<file path="config.mk">
export PLATFORM = sky130hd
export DESIGN_NAME = tx_guard_ctrl
export DESIGN_NICKNAME = d
export VERILOG_FILES = /design/src/rtl/tx_guard_pkg.sv /design/src/rtl/tx_edge_watch.sv /design/src/rtl/tx_settle.sv /design/src/rtl/tx_guard_ctrl.sv
export SDC_FILE = /design/constraint.sdc
export NUM_CORES = 1
export LEC_CHECK = 0
export BUFFER_PORTS_ARGS = -buffer_cell sky130_fd_sc_hd__buf_4
export CORE_MARGIN = 5
export CORE_UTILIZATION = 58
export DETAILED_ROUTE_END_ITERATION = 12
export GPL_TIMING_DRIVEN = 1
export PLACE_DENSITY = 0.9
export SYNTH_ARGS = -nofsm -noshare
export SYNTH_HDL_FRONTEND = slang
export SYNTH_HIERARCHICAL = 1
export SYNTH_SLANG_ARGS = --single-unit
</file>
<file path="constraint.sdc">
create_clock -name clk_i -period 3.35 [get_ports clk_i]
set_input_delay 0.67 -clock clk_i [delete_from_list [all_inputs] [get_ports clk_i]]
set_output_delay 0.67 -clock clk_i [all_outputs]
set_load 0.01 [all_outputs]
</file>
<file path="src/rtl/tx_guard_pkg.sv">
package tx_guard_pkg;
  typedef enum logic [1:0] {
    SRC_TCLK = 2'd0,
    SRC_MCLK = 2'd1,
    SRC_REF  = 2'd2
  } clk_src_e;
endpackage

</file>
<file path="src/rtl/tx_edge_watch.sv">
module tx_edge_watch #(
  parameter int unsigned LIMIT = 700
) (
  input  logic clk_i,
  input  logic rst_ni,
  input  logic sig_i,
  output logic edge_o,
  output logic lost_o
);
  localparam int unsigned CW = $clog2(LIMIT + 1);

  logic [2:0]    sync_q;
  logic [CW-1:0] cnt_q;

  always_ff @(posedge clk_i or negedge rst_ni) begin
    if (!rst_ni) sync_q <= '0;
    else         sync_q <= {sync_q[1:0], sig_i};
  end

  assign edge_o = sync_q[1] & ~sync_q[2];

  // saturating gap counter, cleared by each rising edge
  always_ff @(posedge clk_i or negedge rst_ni) begin
    if (!rst_ni)                   cnt_q <= '0;
    else if (edge_o)               cnt_q <= '0;
    else if (cnt_q != CW'(LIMIT))  cnt_q <= cnt_q + 1'b1;
  end

  assign lost_o = (cnt_q == CW'(LIMIT));


  edge_clears_loss_chk: assert property (@(posedge clk_i) disable iff (!rst_ni)
    edge_o |=> !lost_o);
endmodule

</file>
<file path="src/rtl/tx_settle.sv">
module tx_settle #(
  parameter int unsigned W    = 7,
  parameter int unsigned BITS = 22
) (
  input  logic         clk_i,
  input  logic         rst_ni,
  input  logic [W-1:0] ctrl_i,
  input  logic         tick_i,
  output logic         busy_o
);
  localparam int unsigned CW = $clog2(BITS + 1);

  logic [W-1:0]  prev_q;
  logic [CW-1:0] cnt_q;
  logic          chg;

  assign chg = (ctrl_i != prev_q);

  always_ff @(posedge clk_i or negedge rst_ni) begin
    if (!rst_ni) begin
      prev_q <= '0;
      cnt_q  <= '0;
    end else begin
      prev_q <= ctrl_i;
      if (chg)                      cnt_q <= CW'(BITS);
      else if (tick_i && cnt_q != 0) cnt_q <= cnt_q - 1'b1;
    end
  end

  assign busy_o = (cnt_q != '0);


  change_starts_settle_chk: assert property (@(posedge clk_i) disable iff (!rst_ni)
    chg |=> busy_o);
endmodule

</file>
<file path="src/rtl/tx_guard_ctrl.sv">
module tx_guard_ctrl
  import tx_guard_pkg::*;
#(
  parameter int unsigned REF_PER_BIT = 4,
  parameter int unsigned LOSS_BITS   = 175,
  parameter int unsigned SETTLE_BITS = 22,
  parameter int unsigned CTRL_W      = 6
) (
  input  logic              clk_i,
  input  logic              rst_ni,
  input  logic              tclk_i,
  input  logic              mclk_i,
  input  logic              data_pos_i,
  input  logic              data_neg_i,
  input  logic              aos_req_i,
  input  logic              rloop_i,
  input  logic              hiz_req_i,
  input  logic [CTRL_W-1:0] ctrl_i,
  output logic              pos_o,
  output logic              neg_o,
  output logic              drv_en_o,
  output logic              settling_o,
  output logic [1:0]        src_o
);
  localparam int unsigned LOSS_CYC = LOSS_BITS * REF_PER_BIT;
  localparam int unsigned DW       = $clog2(REF_PER_BIT + 1);

  logic [1:0] clk_vec, edge_v, lost_v;
  assign clk_vec = {mclk_i, tclk_i};

  for (genvar g = 0; g < 2; g++) begin : g_watch
    tx_edge_watch #(.LIMIT(LOSS_CYC)) u_watch (
      .clk_i  (clk_i),
      .rst_ni (rst_ni),
      .sig_i  (clk_vec[g]),
      .edge_o (edge_v[g]),
      .lost_o (lost_v[g])
    );
  end

  logic tclk_ok, mclk_ok;
  assign tclk_ok = ~lost_v[0];
  assign mclk_ok = ~lost_v[1];

  // reference bit divider
  logic [DW-1:0] div_q;
  logic          ref_tick;
  assign ref_tick = (div_q == DW'(REF_PER_BIT - 1));

  always_ff @(posedge clk_i or negedge rst_ni) begin
    if (!rst_ni)       div_q <= '0;
    else if (ref_tick) div_q <= '0;
    else               div_q <= div_q + 1'b1;
  end

  clk_src_e src;
  logic     tick;
  always_comb begin
    if (tclk_ok) begin
      src  = SRC_TCLK;
      tick = edge_v[0];
    end else if (mclk_ok) begin
      src  = SRC_MCLK;
      tick = edge_v[1];
    end else begin
      src  = SRC_REF;
      tick = ref_tick;
    end
  end
  assign src_o = src;

  logic aos_eff, tclk_tick;
  assign aos_eff   = aos_req_i & ~rloop_i;
  assign tclk_tick = edge_v[0] & tclk_ok;

  logic phase_q, pos_q, neg_q, drv_q;
  always_ff @(posedge clk_i or negedge rst_ni) begin
    if (!rst_ni) begin
      phase_q <= 1'b0;
      pos_q   <= 1'b0;
      neg_q   <= 1'b0;
      drv_q   <= 1'b0;
    end else begin
      drv_q <= ~hiz_req_i & (aos_eff | tclk_ok);
      if (aos_eff) begin
        if (tick) begin
          pos_q   <= ~phase_q;
          neg_q   <= phase_q;
          phase_q <= ~phase_q;
        end
      end else if (tclk_tick) begin
        pos_q <= data_pos_i;
        neg_q <= data_neg_i;
      end
    end
  end

  assign pos_o    = pos_q;
  assign neg_o    = neg_q;
  assign drv_en_o = drv_q;

  tx_settle #(.W(CTRL_W + 1), .BITS(SETTLE_BITS)) u_settle (
    .clk_i  (clk_i),
    .rst_ni (rst_ni),
    .ctrl_i ({aos_eff, ctrl_i}),
    .tick_i (tick),
    .busy_o (settling_o)
  );


  hiz_forces_off_chk: assert property (@(posedge clk_i) disable iff (!rst_ni)
    hiz_req_i |=> !drv_en_o);

  aos_one_rail_chk: assert property (@(posedge clk_i) disable iff (!rst_ni)
    (aos_eff && tick) |=> (pos_o != neg_o));

  rloop_passes_data_chk: assert property (@(posedge clk_i) disable iff (!rst_ni)
    (rloop_i && tclk_tick) |=> (pos_o == $past(data_pos_i) && neg_o == $past(data_neg_i)));

  aos_keeps_drive_chk: assert property (@(posedge clk_i) disable iff (!rst_ni)
    (aos_eff && !hiz_req_i) |=> drv_en_o);
endmodule

</file>
==> results.ini <==
[outcome]
outcome = completed

[logic_synthesis]
synthMuxAreaShare_pct = 1.603
synth_ff_type = dfrtp_1
synthTopCellsByArea = dfrtp_1, xor2_1, ha_1, nor2_1, nand2_1
seq_area_frac_synth_pct = 51.52
synth_top_area_share_pct = 51.52
syn_avg_cell_area_um2 = 10.77
yosysTopAreaCell = dfrtp_1
synth_nets = 224
synth-compound-area-share_pct = 7.899
postSynthCellCount = 203
yosysUniqueCellTypes = 41
yosysWarningCount = 6
synth_top_family_by_area = simple AND/OR/NAND/NOR gates
synth-simple-area-share_pct = 25.47
synthMostInstantiatedCell = dfrtp_1
synth_fa_ha_area_share_pct = 3.434
synth-xor-area-share_pct = 7.212
synth_area_um2 = 2186
synth_common_cells = dfrtp_1, nor2_1, nand2_1, xor2_1, inv_1
synth_edf_count = 0
yosys_register_bits = 45
ys_async_sr_fraction_pct = 100.0

[critical_path]
end_kind = flip-flop
reg2reg_slack_ns = 0.91
crit_chain = inv_1, ha_1, nand3b_1, nor3_4, nand3b_1, a31oi_1, buf_4, nor4b_1, nor2_1, o211a_1
critPathMaxFanout = 9
critPathSlowestCell = dfrtp_1
crit_path_frequent_cell = nand3b_1
critPathRequiredTime_ns = 3.54
cpPeakStageDelay_ns = 0.42
crit_family = simple AND/OR/NAND/NOR gates
arrival_ns = 2.62
worst-path-stages = 10
path_buf_inv = 2
ff2ff_path_depth = 10
critPathKind = reg -> reg
startpoint_type = flip-flop

[floorplanning]
num_io_pins = 21
coreArea_um2 = 3661
die_h_um = 71.39
initial_core_util_pct = 59.71
dieArea_um2 = 5097
std_cell_rows = 22
die_x_um = 71.39

[sta]
worst_hold_slack_ns = 0.3524
fmax_ghz = 0.4103
fin_worst_skew_ns = 0.009678
finalSetupTns_ns = 0
setup_violations = 0
slew_violations = 0
tightest_slew_ns = 0.7939
fin_crit_ns = 2.437
rsz0062_at_grt = no
timing.slew.headroom_pct = 46.59
layout_worst_path_cycle_share_pct = 72.76
hold_viol_final = 0

[drt]
routed-wl-met3_um = 209
num_vias = 1569
dr.pass1.iters = 4
wire_per_inst_um = 14.11
drc_errors = 0
highest_layer = met4
drt_iter0_drc = 132
drt-total-wl_um = 3922
ant_nets = 0
vias_per_cell = 5.644
met2_length_um = 1923
wl_met1_um = 1718

[grt]
antenna_found_initial = 0
grt_start_max_net_pins = 46
grt_pass1_vias = 1530
overflow = 0
grt_pass1_wl_um = 6941
grtUsageTotal_pct = 17.41

[pwr]
p_leak_nw = 1.221
power_density_nw_per_um2 = 493.4
irDropWorstVdd_mv = 0.3747

[clock_network]
htree_levels = 2
root_buffer = clkbuf_8
cts.sinks = 45
post_cts_buffers = 0
cts_tree = yes
numCtsBuffers = 5
cts_hold_buf = 0
cts_resized = 0
cts.path.max_buffers = 2
clk_pin_slew_ns = 0.08
insertion_delay_ns = 0.30

[final_layout]
final_cell_count_no_fill = 278
drive_above_1_share_pct = 17.83
syn_to_final_growth_pct = 15.00
antenna_cells = 0
nets = 250

[place]
gp_congestion = 0.7985
placed_cells = 270
hpwl_um = 2800
io_buffers = 20

[flow_run]
maxCapViolCount = 0

[worst_hold_path]
hp-class = in -> async

==> layout make-up <==
class / instances / area [um^2]
Timing Repair Buffer: 24 / 180.2
Inverter: 9 / 33.78
Multi-Input combinational cell: 144 / 997.2
Tap cell: 48 / 60.06
Clock inverter: 1 / 30.03
Clock buffer: 7 / 86.33
Sequential cell: 45 / 1126
Fill cell: 270 / 1147
==> worst register-to-register path, stage by stage, from the launching register on <==
cell and delay (ns):
dfrtp_1 0.42, inv_1 0.11, ha_1 0.18, nand3b_1 0.14
nor3_4 0.32, nand3b_1 0.14, a31oi_1 0.18, buf_4 0.17
nor4b_1 0.35, nor2_1 0.09, o211a_1 0.22
==> cell usage in the layout, fill, tap and decap left out, types with 2 or more instances in the layout <==
cell       n
nand3b_1   3
dfrtp_1   45
inv_1      9
and3_1     6
o21ai_0    4
nor2_1    20
a21oi_1    8
o211ai_1   2
ha_1       6
xnor2_1    3
nand4b_2   2
nand2_1   16
a31oi_1    3
clkbuf_8   6
nor2b_1    6
nand3_1    5
nor4b_1    4
xor2_1    15
and4_1     4
o211a_1    2
mux2i_1    2
nor3_4     2
or3_1      5
nand4_1    5
buf_4     24
nor3_1     7
==> state kept, by name, summed over array words and instances (netlist names) <==
name	flops
g_watch.u_watch/cnt_q	20
u_settle/cnt_q	5
drv_en_o	1
neg_o	1
u_settle/prev_q	7
phase_q	1
g_watch.u_watch/sync_q	6
div_q	3
pos_o	1
==> metrics by stage <==
step	power (mW)	area, um^2	worst slack [ns]	utilization, %
2_1_floorplan	0.7632	2186	0.9627	-
3_3_place_gp	0.8195	2397	1.126	65.48
3_5_place_dp	0.8320	2397	0.9688	65.48
4_1_cts	1.250	2514	0.9268	68.66
5_1_grt	1.306	2514	0.6968	68.66
6_report	1.240	2514	0.9127	68.66
==> per-layer routing <==
layer,vias to the layer above,global-route usage (%)
met5,-,0
met1,762,22.39
met3,7,5.330
li1,761,-
met4,0,7.098
met2,39,27.45
==> where the power goes <==
part / switching [mW] / leakage, nW / internal, mW / total (mW)
Sequential: 0.0588 / 0.557 / 0.596 / 0.655
Clock: 0.172 / 0.0585 / 0.243 / 0.415
Combinational: 0.0852 / 0.605 / 0.0859 / 0.171
Total: 0.315 / 1.22 / 0.925 / 1.24
==> path summary, 6_finish.rpt <==
check / endpoint / start
max in group asynchronous: drv_en_o$_DFF_PN0_ / rst_ni
hold / removal: g_watch[1].u_watch/cnt_q[3]$_DFFE_PN0P_ / rst_ni
min in group clk_i: g_watch[0].u_watch/sync_q[1]$_DFF_PN0_ / g_watch[0].u_watch/sync_q[0]$_DFF_PN0_
hold reg to reg: g_watch[0].u_watch/sync_q[1]$_DFF_PN0_ / g_watch[0].u_watch/sync_q[0]$_DFF_PN0_
setup reg to reg: u_settle/cnt_q[3]$_DFFE_PN0P_ / g_watch[1].u_watch/cnt_q[0]$_DFFE_PN0P_
setup / recovery: u_settle/cnt_q[3]$_DFFE_PN0P_ / g_watch[1].u_watch/cnt_q[0]$_DFFE_PN0P_
==> cells by family (layout without fill, tap and decap cells) <==
| kind of cell | Yosys count | count (layout) |
|---|---|---|
| AND/OR/NAND/NOR | 93 | 93 |
| flip-flops | 45 | 45 |
| AO/OA/AOI/OAI | 24 | 24 |
| XOR/XNOR | 18 | 18 |
| buffers and inverters | 14 | 41 |
| adder cells (fa/ha/maj) | 6 | 6 |
| multiplexers | 3 | 3 |
Note: power is estimated with default switching activity, not from simulation.
